[src/rtl/atu_pkg.sv]
package atu_pkg;

  localparam int unsigned OFS_W = 12;

  localparam logic [OFS_W-1:0] OFS_SELECT  = 12'h900;
  localparam logic [OFS_W-1:0] OFS_KIND    = 12'h904;
  localparam logic [OFS_W-1:0] OFS_ENABLE  = 12'h908;
  localparam logic [OFS_W-1:0] OFS_BASE_LO = 12'h90C;
  localparam logic [OFS_W-1:0] OFS_BASE_HI = 12'h910;
  localparam logic [OFS_W-1:0] OFS_LIMIT   = 12'h914;
  localparam logic [OFS_W-1:0] OFS_TGT_LO  = 12'h918;
  localparam logic [OFS_W-1:0] OFS_TGT_HI  = 12'h91C;

  localparam logic [2:0] KIND_MEM  = 3'd0;
  localparam logic [2:0] KIND_IO   = 3'd2;
  localparam logic [2:0] KIND_CFG0 = 3'd4;
  localparam logic [2:0] KIND_CFG1 = 3'd5;

  typedef enum logic [2:0] {
    FLD_KIND,
    FLD_ENABLE,
    FLD_BASE_LO,
    FLD_BASE_HI,
    FLD_LIMIT,
    FLD_TGT_LO,
    FLD_TGT_HI,
    FLD_NONE
  } field_e;

  typedef struct packed {
    logic        en;
    logic [2:0]  kind;
    logic [31:0] base_lo;
    logic [31:0] base_hi;
    logic [31:0] limit;
    logic [31:0] tgt_lo;
    logic [31:0] tgt_hi;
  } region_t;

endpackage

[src/rtl/atu_reg_decode.sv]
module atu_reg_decode
  import atu_pkg::*;
(
  input  logic [OFS_W-1:0] ofs_i,
  output logic             is_select_o,
  output field_e           field_o
);

  always_comb begin
    is_select_o = (ofs_i == OFS_SELECT);
    unique case (ofs_i)
      OFS_KIND:    field_o = FLD_KIND;
      OFS_ENABLE:  field_o = FLD_ENABLE;
      OFS_BASE_LO: field_o = FLD_BASE_LO;
      OFS_BASE_HI: field_o = FLD_BASE_HI;
      OFS_LIMIT:   field_o = FLD_LIMIT;
      OFS_TGT_LO:  field_o = FLD_TGT_LO;
      OFS_TGT_HI:  field_o = FLD_TGT_HI;
      default:     field_o = FLD_NONE;
    endcase
  end

endmodule

[src/rtl/atu_region_regs.sv]
module atu_region_regs
  import atu_pkg::*;
#(
  parameter int unsigned NUM_REGIONS = 4,
  localparam int unsigned IDX_W      = $clog2(NUM_REGIONS)
) (
  input  logic                          clk_i,
  input  logic                          rst_ni,
  input  logic                          wr_en_i,
  input  logic [IDX_W-1:0]              wr_idx_i,
  input  field_e                        wr_field_i,
  input  logic [31:0]                   wr_data_i,
  output region_t [NUM_REGIONS-1:0]     regions_o
);

  for (genvar g = 0; g < NUM_REGIONS; g++) begin : g_region
    localparam logic [IDX_W-1:0] MY_IDX = IDX_W'(g);
    region_t r_q;

    always_ff @(posedge clk_i or negedge rst_ni) begin
      if (!rst_ni) begin
        r_q <= '0;
      end else if (wr_en_i && wr_idx_i == MY_IDX) begin
        unique case (wr_field_i)
          FLD_KIND:    r_q.kind    <= wr_data_i[2:0];
          FLD_ENABLE:  r_q.en      <= wr_data_i[31];
          FLD_BASE_LO: r_q.base_lo <= wr_data_i;
          FLD_BASE_HI: r_q.base_hi <= wr_data_i;
          FLD_LIMIT:   r_q.limit   <= wr_data_i;
          FLD_TGT_LO:  r_q.tgt_lo  <= wr_data_i;
          FLD_TGT_HI:  r_q.tgt_hi  <= wr_data_i;
          default:     r_q         <= r_q;
        endcase
      end
    end

    assign regions_o[g] = r_q;
  end

endmodule

[src/rtl/atu_region_match.sv]
module atu_region_match
  import atu_pkg::*;
(
  input  region_t     region_i,
  input  logic [63:0] addr_i,
  output logic        hit_o,
  output logic [63:0] xaddr_o
);

  logic        upper_eq;
  logic        above_base;
  logic        below_limit;
  logic [63:0] base64;
  logic [63:0] tgt64;

  assign base64      = {region_i.base_hi, region_i.base_lo};
  assign tgt64       = {region_i.tgt_hi, region_i.tgt_lo};
  assign upper_eq    = (addr_i[63:32] == region_i.base_hi);
  assign above_base  = (addr_i[31:0] >= region_i.base_lo);
  // limit is a 32-bit bound within the base's 4 GiB page
  assign below_limit = (addr_i[31:0] <= region_i.limit);

  assign hit_o   = region_i.en && upper_eq && above_base && below_limit;
  assign xaddr_o = tgt64 + (addr_i - base64);

endmodule

[src/rtl/atu_prio_pick.sv]
module atu_prio_pick #(
  parameter int unsigned NUM_REGIONS = 4,
  localparam int unsigned IDX_W      = $clog2(NUM_REGIONS)
) (
  input  logic [NUM_REGIONS-1:0] hits_i,
  output logic                   any_o,
  output logic [IDX_W-1:0]       idx_o
);

  always_comb begin
    any_o = 1'b0;
    idx_o = '0;
    // descending scan: the last assignment, the lowest index, wins
    for (int i = int'(NUM_REGIONS) - 1; i >= 0; i--) begin
      if (hits_i[i]) begin
        any_o = 1'b1;
        idx_o = IDX_W'(i);
      end
    end
  end

endmodule

[src/rtl/atu_outbound.sv]
module atu_outbound
  import atu_pkg::*;
#(
  parameter int unsigned NUM_REGIONS = 4,
  parameter int unsigned IDX_FIELD_W = 4,
  localparam int unsigned IDX_W      = $clog2(NUM_REGIONS)
) (
  input  logic              clk_i,
  input  logic              rst_ni,
  input  logic              reg_wr_i,
  input  logic [OFS_W-1:0]  reg_addr_i,
  input  logic [31:0]       reg_wdata_i,
  output logic [31:0]       reg_rdata_o,
  input  logic [63:0]       req_addr_i,
  output logic [63:0]       xlat_addr_o,
  output logic [2:0]        xlat_type_o,
  output logic              hit_o,
  output logic [IDX_W-1:0]  hit_region_o
);

  localparam logic [IDX_FIELD_W:0] REGION_CNT = (IDX_FIELD_W + 1)'(NUM_REGIONS);

  logic                    sel_dir_q;
  logic [IDX_FIELD_W-1:0]  sel_idx_q;
  logic                    sel_ok;
  logic [IDX_W-1:0]        sel_idx;
  logic                    is_select;
  field_e                  field;
  region_t [NUM_REGIONS-1:0] regions;
  region_t                 cur;
  logic [NUM_REGIONS-1:0]  hits;
  logic [63:0]             cand_addr [NUM_REGIONS];
  logic                    any_hit;
  logic [IDX_W-1:0]        win_idx;

  atu_reg_decode u_dec (
    .ofs_i       (reg_addr_i),
    .is_select_o (is_select),
    .field_o     (field)
  );

  always_ff @(posedge clk_i or negedge rst_ni) begin
    if (!rst_ni) begin
      sel_dir_q <= 1'b0;
      sel_idx_q <= '0;
    end else if (reg_wr_i && is_select) begin
      sel_dir_q <= reg_wdata_i[31];
      sel_idx_q <= reg_wdata_i[IDX_FIELD_W-1:0];
    end
  end

  assign sel_ok  = !sel_dir_q && ({1'b0, sel_idx_q} < REGION_CNT);
  assign sel_idx = sel_idx_q[IDX_W-1:0];

  atu_region_regs #(.NUM_REGIONS(NUM_REGIONS)) u_regs (
    .clk_i      (clk_i),
    .rst_ni     (rst_ni),
    .wr_en_i    (reg_wr_i && sel_ok && field != FLD_NONE),
    .wr_idx_i   (sel_idx),
    .wr_field_i (field),
    .wr_data_i  (reg_wdata_i),
    .regions_o  (regions)
  );

  assign cur = regions[sel_idx];

  always_comb begin
    reg_rdata_o = '0;
    if (is_select) begin
      reg_rdata_o[31]              = sel_dir_q;
      reg_rdata_o[IDX_FIELD_W-1:0] = sel_idx_q;
    end else if (sel_ok) begin
      unique case (field)
        FLD_KIND:    reg_rdata_o[2:0] = cur.kind;
        FLD_ENABLE:  reg_rdata_o[31]  = cur.en;
        FLD_BASE_LO: reg_rdata_o      = cur.base_lo;
        FLD_BASE_HI: reg_rdata_o      = cur.base_hi;
        FLD_LIMIT:   reg_rdata_o      = cur.limit;
        FLD_TGT_LO:  reg_rdata_o      = cur.tgt_lo;
        FLD_TGT_HI:  reg_rdata_o      = cur.tgt_hi;
        default:     reg_rdata_o      = '0;
      endcase
    end
  end

  for (genvar g = 0; g < NUM_REGIONS; g++) begin : g_match
    atu_region_match u_match (
      .region_i (regions[g]),
      .addr_i   (req_addr_i),
      .hit_o    (hits[g]),
      .xaddr_o  (cand_addr[g])
    );
  end

  atu_prio_pick #(.NUM_REGIONS(NUM_REGIONS)) u_pick (
    .hits_i (hits),
    .any_o  (any_hit),
    .idx_o  (win_idx)
  );

  assign hit_o        = any_hit;
  assign hit_region_o = win_idx;
  assign xlat_addr_o  = any_hit ? cand_addr[win_idx] : req_addr_i;
  assign xlat_type_o  = any_hit ? regions[win_idx].kind : KIND_MEM;

endmodule

[config.mk]
export PLATFORM = sky130hd
export DESIGN_NAME = atu_outbound
export DESIGN_NICKNAME = d
export VERILOG_FILES = /design/src/rtl/atu_pkg.sv /design/src/rtl/atu_reg_decode.sv /design/src/rtl/atu_region_regs.sv /design/src/rtl/atu_region_match.sv /design/src/rtl/atu_prio_pick.sv /design/src/rtl/atu_outbound.sv
export SDC_FILE = /design/constraint.sdc
export NUM_CORES = 2
export LEC_CHECK = 0
export BUFFER_PORTS_ARGS = -buffer_cell sky130_fd_sc_hd__buf_2
export CORE_ASPECT_RATIO = 0.7
export CORE_MARGIN = 1
export CORE_UTILIZATION = 28
export CTS_BUF_LIST = sky130_fd_sc_hd__clkbuf_8
export DETAILED_ROUTE_END_ITERATION = 10
export GPL_ROUTABILITY_DRIVEN = 1
export SYNTH_ARGS = -nofsm -noshare
export SYNTH_HDL_FRONTEND = slang
export SYNTH_SLANG_ARGS = --single-unit
[constraint.sdc]
create_clock -name clk_i -period 5 [get_ports clk_i]
set_input_delay 0.5 -clock clk_i [delete_from_list [all_inputs] [get_ports clk_i]]
set_output_delay 0.5 -clock clk_i [all_outputs]
set_load 0.005 [all_outputs]
==> summary.md <==
| Metric | Value |
|---|---|
| Multi-input gate area | `between 40000 and 50000 um^2` |
| # IOs | `between 200 and 250` |
| Post-synth ARST share | `1.00` |
| Via count | `65100` |
| Crit path time final | `5.86 ns` |
| Pin count of the biggest net entering global routing | `120` |
| HPWL after detailed placement | `287 mm` |
| Placed cell count | `around 12000` |
| Most frequent cell after synthesis | `inv_1` |
| HP Class | `input pin to register` |
| Hold WS | `0.0835 ns` |
| First-pass GRT wire length | `483 mm` |
| Top_reg_cell synth | `dfrtp_1` |
| H-tree depth | `3` |
| CP required | `4.50 ns` |
| Row cnt | `147` |
| Tot GR Track Use | `0.294` |
| CTS root buffer | `clkbuf_8` |
| Die area | `233000 um^2` |
| Crit-path cells | `fa_2 -> inv_2 -> ha_4 -> a211oi_4 -> o21ai_2 -> buf_4 -> o2111ai_4 -> o21ai_4 -> a31oi_4 -> a31oi_4 -> a31oi_4 -> buf_6 -> buf_4 -> o21ai_2 -> o21a_1 -> or3_1 -> a32oi_1 -> o211ai_1 -> buf_2` |
| Post-Syn Area per Cell | `roughly 9.3 um^2` |
| Leak | `42.5 nW` |
| EDFF count, synth | `0` |
| Clock slew at reported path FFs | `around 0.08 ns` |
| Skew-Pair Late Insertion Delay | `0.92 ns` |
| Peak VDD IR | `0.202 mV` |
| Clock skew | `between 0.07 and 0.08 ns` |
| Slew headroom | `0.204` |
| CP endpoint kind | `output pin` |
| Clk sinks | `661` |
| Post-Route WL | `351 mm` |
| Initial core utilization | `0.282` |
| Slowest cell delay on critical path | `0.59 ns` |
| Seq/Total Area, Yosys | `0.256` |
| Failing checks | `negative setup slack` |
| Total CTS buffers | `115` |
| CP Data Arrival Time | `5.36 ns` |
| Top cells by count, synth | `inv_1 (1276), dfrtp_1 (661), mux2_2 (650)` |
| Pre-antenna DRT Iters | `6` |
| Setup TNS | `-36.66 ns` |
| Final setup viols | `a little under 70` |
| Ys Warns | `0` |
| Final Hold Viols | `0` |
| Area leader, netlist | `dfrtp_1` |
| CTS tree | `built` |
| FF+latch area | `16600 um^2` |
| Fin nets | `9769` |
| Critical path class | `register to output pin` |
| Initial antenna violation count | `45` |
| Syn nets | `approximately 8000` |
| P&R area growth vs syn | `39.7%` |
| Fraction of layout instances using a drive strength above 1 | `0.420` |
| Via density | `5.45` |
| CP most frequent cell | `a31oi_4` |
| Pins Over Slew Limit | `0` |
| PwrDens | `188 nW/um^2` |
| Worst Path Max Fanout | `3` |
| Final Total Pwr | `17.0 mW` |
| GP Congestion | `between 1 and 1.5` |
| DR WL/cell | `about 29 um` |
| Total gr overflow | `0` |
| Core ar. | `229000 um^2` |
| Vias in the first global route | `64000` |
| Mapped cell area | `~65000 um^2` |
| Max Cap Viol | `0` |
| Post-Place Worst Slack | `-1.24 ns` |
| Die width | `576 um` |
| DRT iter0 DRCs | `7855` |
| PortBufs | `212` |
| Top cell type's share of synthesized area | `0.256` |
| Yosys reg bits | `661` |
| Worst Max-Slew Pin Slew | `1.19 ns` |
| Dominant cells by area after synthesis | `dfrtp_1 (26%), ha_1 (12%), mux2_2 (11%)` |
| Post-synthesis cell type count | `99` |
| Peak Freq | `around 0.17 GHz` |
| Startpoint type of the worst setup path | `register` |
| Antenna viol nets, final | `0` |
| Status | `complete, but fails checks` |
| Slowest stage cell on the critical path | `fa_2` |
| Mapped Cells | `around 7000` |
| Post-Layout Cell Count | `about 12000` |
| Clock Tree Buf Depth | `3` |
| Setup ws final | `-0.859 ns` |
| Fin crit share | `1.17` |
| DRC | `0` |
| Vert. Die Dim | `404 um` |
| RSZ-0062 raised after global routing | `true` |
| Fillers | `approximately 23000` |
## worst max-delay path, delay by kind of cell (launching register included)
family / cells / cell delay, ns
DFF: 1 / 0.46
and+or+nand+nor: 1 / 0.31
buffers and inverters: 5 / 0.74
adders and majority gates: 2 / 0.81
AOI/OAI and AO/OA: 11 / 2.09
## sequential cells by signal, summed over array words and instances, names as in the netlist
register,count
u_regs.regions_o,656
sel_dir_q,1
sel_idx_q,4
## cells in the final DEF (no fill, tap or decap), drive strengths merged, types with 16 or more instances in the layout
cell type / instances
nor2: 324
a211oi: 66
fa: 252
buf: 1984
a21oi: 502
mux2i: 16
o21ai: 283
mux4: 164
o21bai: 60
inv: 1320
o22ai: 16
nor3: 66
o31ai: 18
xnor2: 162
clkinv: 21
nand2b: 32
ha: 636
xor2: 85
nor2b: 28
clkbuf: 147
o211ai: 65
dfrtp: 661
nand2: 389
and2: 19
and3: 27
a31oi: 60
a221oi: 33
nor4: 34
mux2: 677
nand3: 118
o21a: 33
a21o: 136
a22oi: 50
nand4: 161
## logic make-up after synthesis
| family | count (synthesis) | share of synthesized area |
|---|---|---|
| AOI/OAI and AO/OA | 1466 | 0.145 |
| xor gates and xnor gates | 247 | 0.0335 |
| adders and majority gates | 888 | 0.201 |
| buffers and inverters | 1595 | 0.0932 |
| DFF | 661 | 0.256 |
| muxes | 857 | 0.178 |
| and+or+nand+nor | 1271 | 0.0934 |
## what timing repair did
action / in CTS / in global routing
endpoints found under the setup margin: 69 / 69
endpoints found under the hold margin: 68 / 0
gates cloned: 7 / 0
hold buffers: 1 / 0
gates resized for setup: 850 / 340
pin swaps: 287 / 224
buffers inserted: 136 / 80
## final cells by class
cell class              count  share of cell area
repair buffers           1986               0.179
clock buffers             147              0.0224
clock inverters            68             0.00486
diodes                     15            0.000416
multi-input cells        4729               0.514
flip-flops and latches    661               0.184
inverters                1277              0.0533
well taps                3054              0.0423
## per-stage QoR
| step | util | cell area (um^2) |
|---|---|---|
| 2_1_floorplan | - | 64600 |
| 3_3_place_gp | 0.353 | 81100 |
| 3_5_place_dp | 0.353 | 81100 |
| 4_1_cts | 0.386 | 88400 |
| 5_1_grt | 0.394 | 90300 |
| 6_report | 0.394 | 90300 |
## path summary, 6_finish.rpt
path / slack, ns / end / start / cells past startpoint
worst min-delay path: 0.08 / sel_idx_q[1] / reg_wr_i / 3
max in group asynchronous: 3.27 / u_regs.regions_o[245] / rst_ni / 3
min in group asynchronous: 0.30 / u_regs.regions_o[593] / rst_ni / 2
worst min register to register: 0.53 / u_regs.regions_o[237] / u_regs.regions_o[237] / 1
worst max register to register: 0.95 / u_regs.regions_o[486] / sel_idx_q[1] / 7
worst max-delay path: -0.86 / xlat_addr_o[57] / u_regs.regions_o[621] / 19
## power by group
part           internal (mW)  leakage (nW)  switching [mW]  total [mW]
sequential              5.35          9.19         0.00102        5.35
combinational           2.56          31.9            3.55        6.10
clock                   2.78          1.42            2.77        5.56
total                   10.7          42.5            6.32        17.0
## layer usage
layer | share of wire | global-route usage
met1 | 0.43 | 0.415
met2 | 0.38 | 0.388
met3 | 0.15 | 0.134
met4 | 0.041 | 0.0972
met5 | 0.0025 | 0.00393
Power figures use the tool's default switching activity.
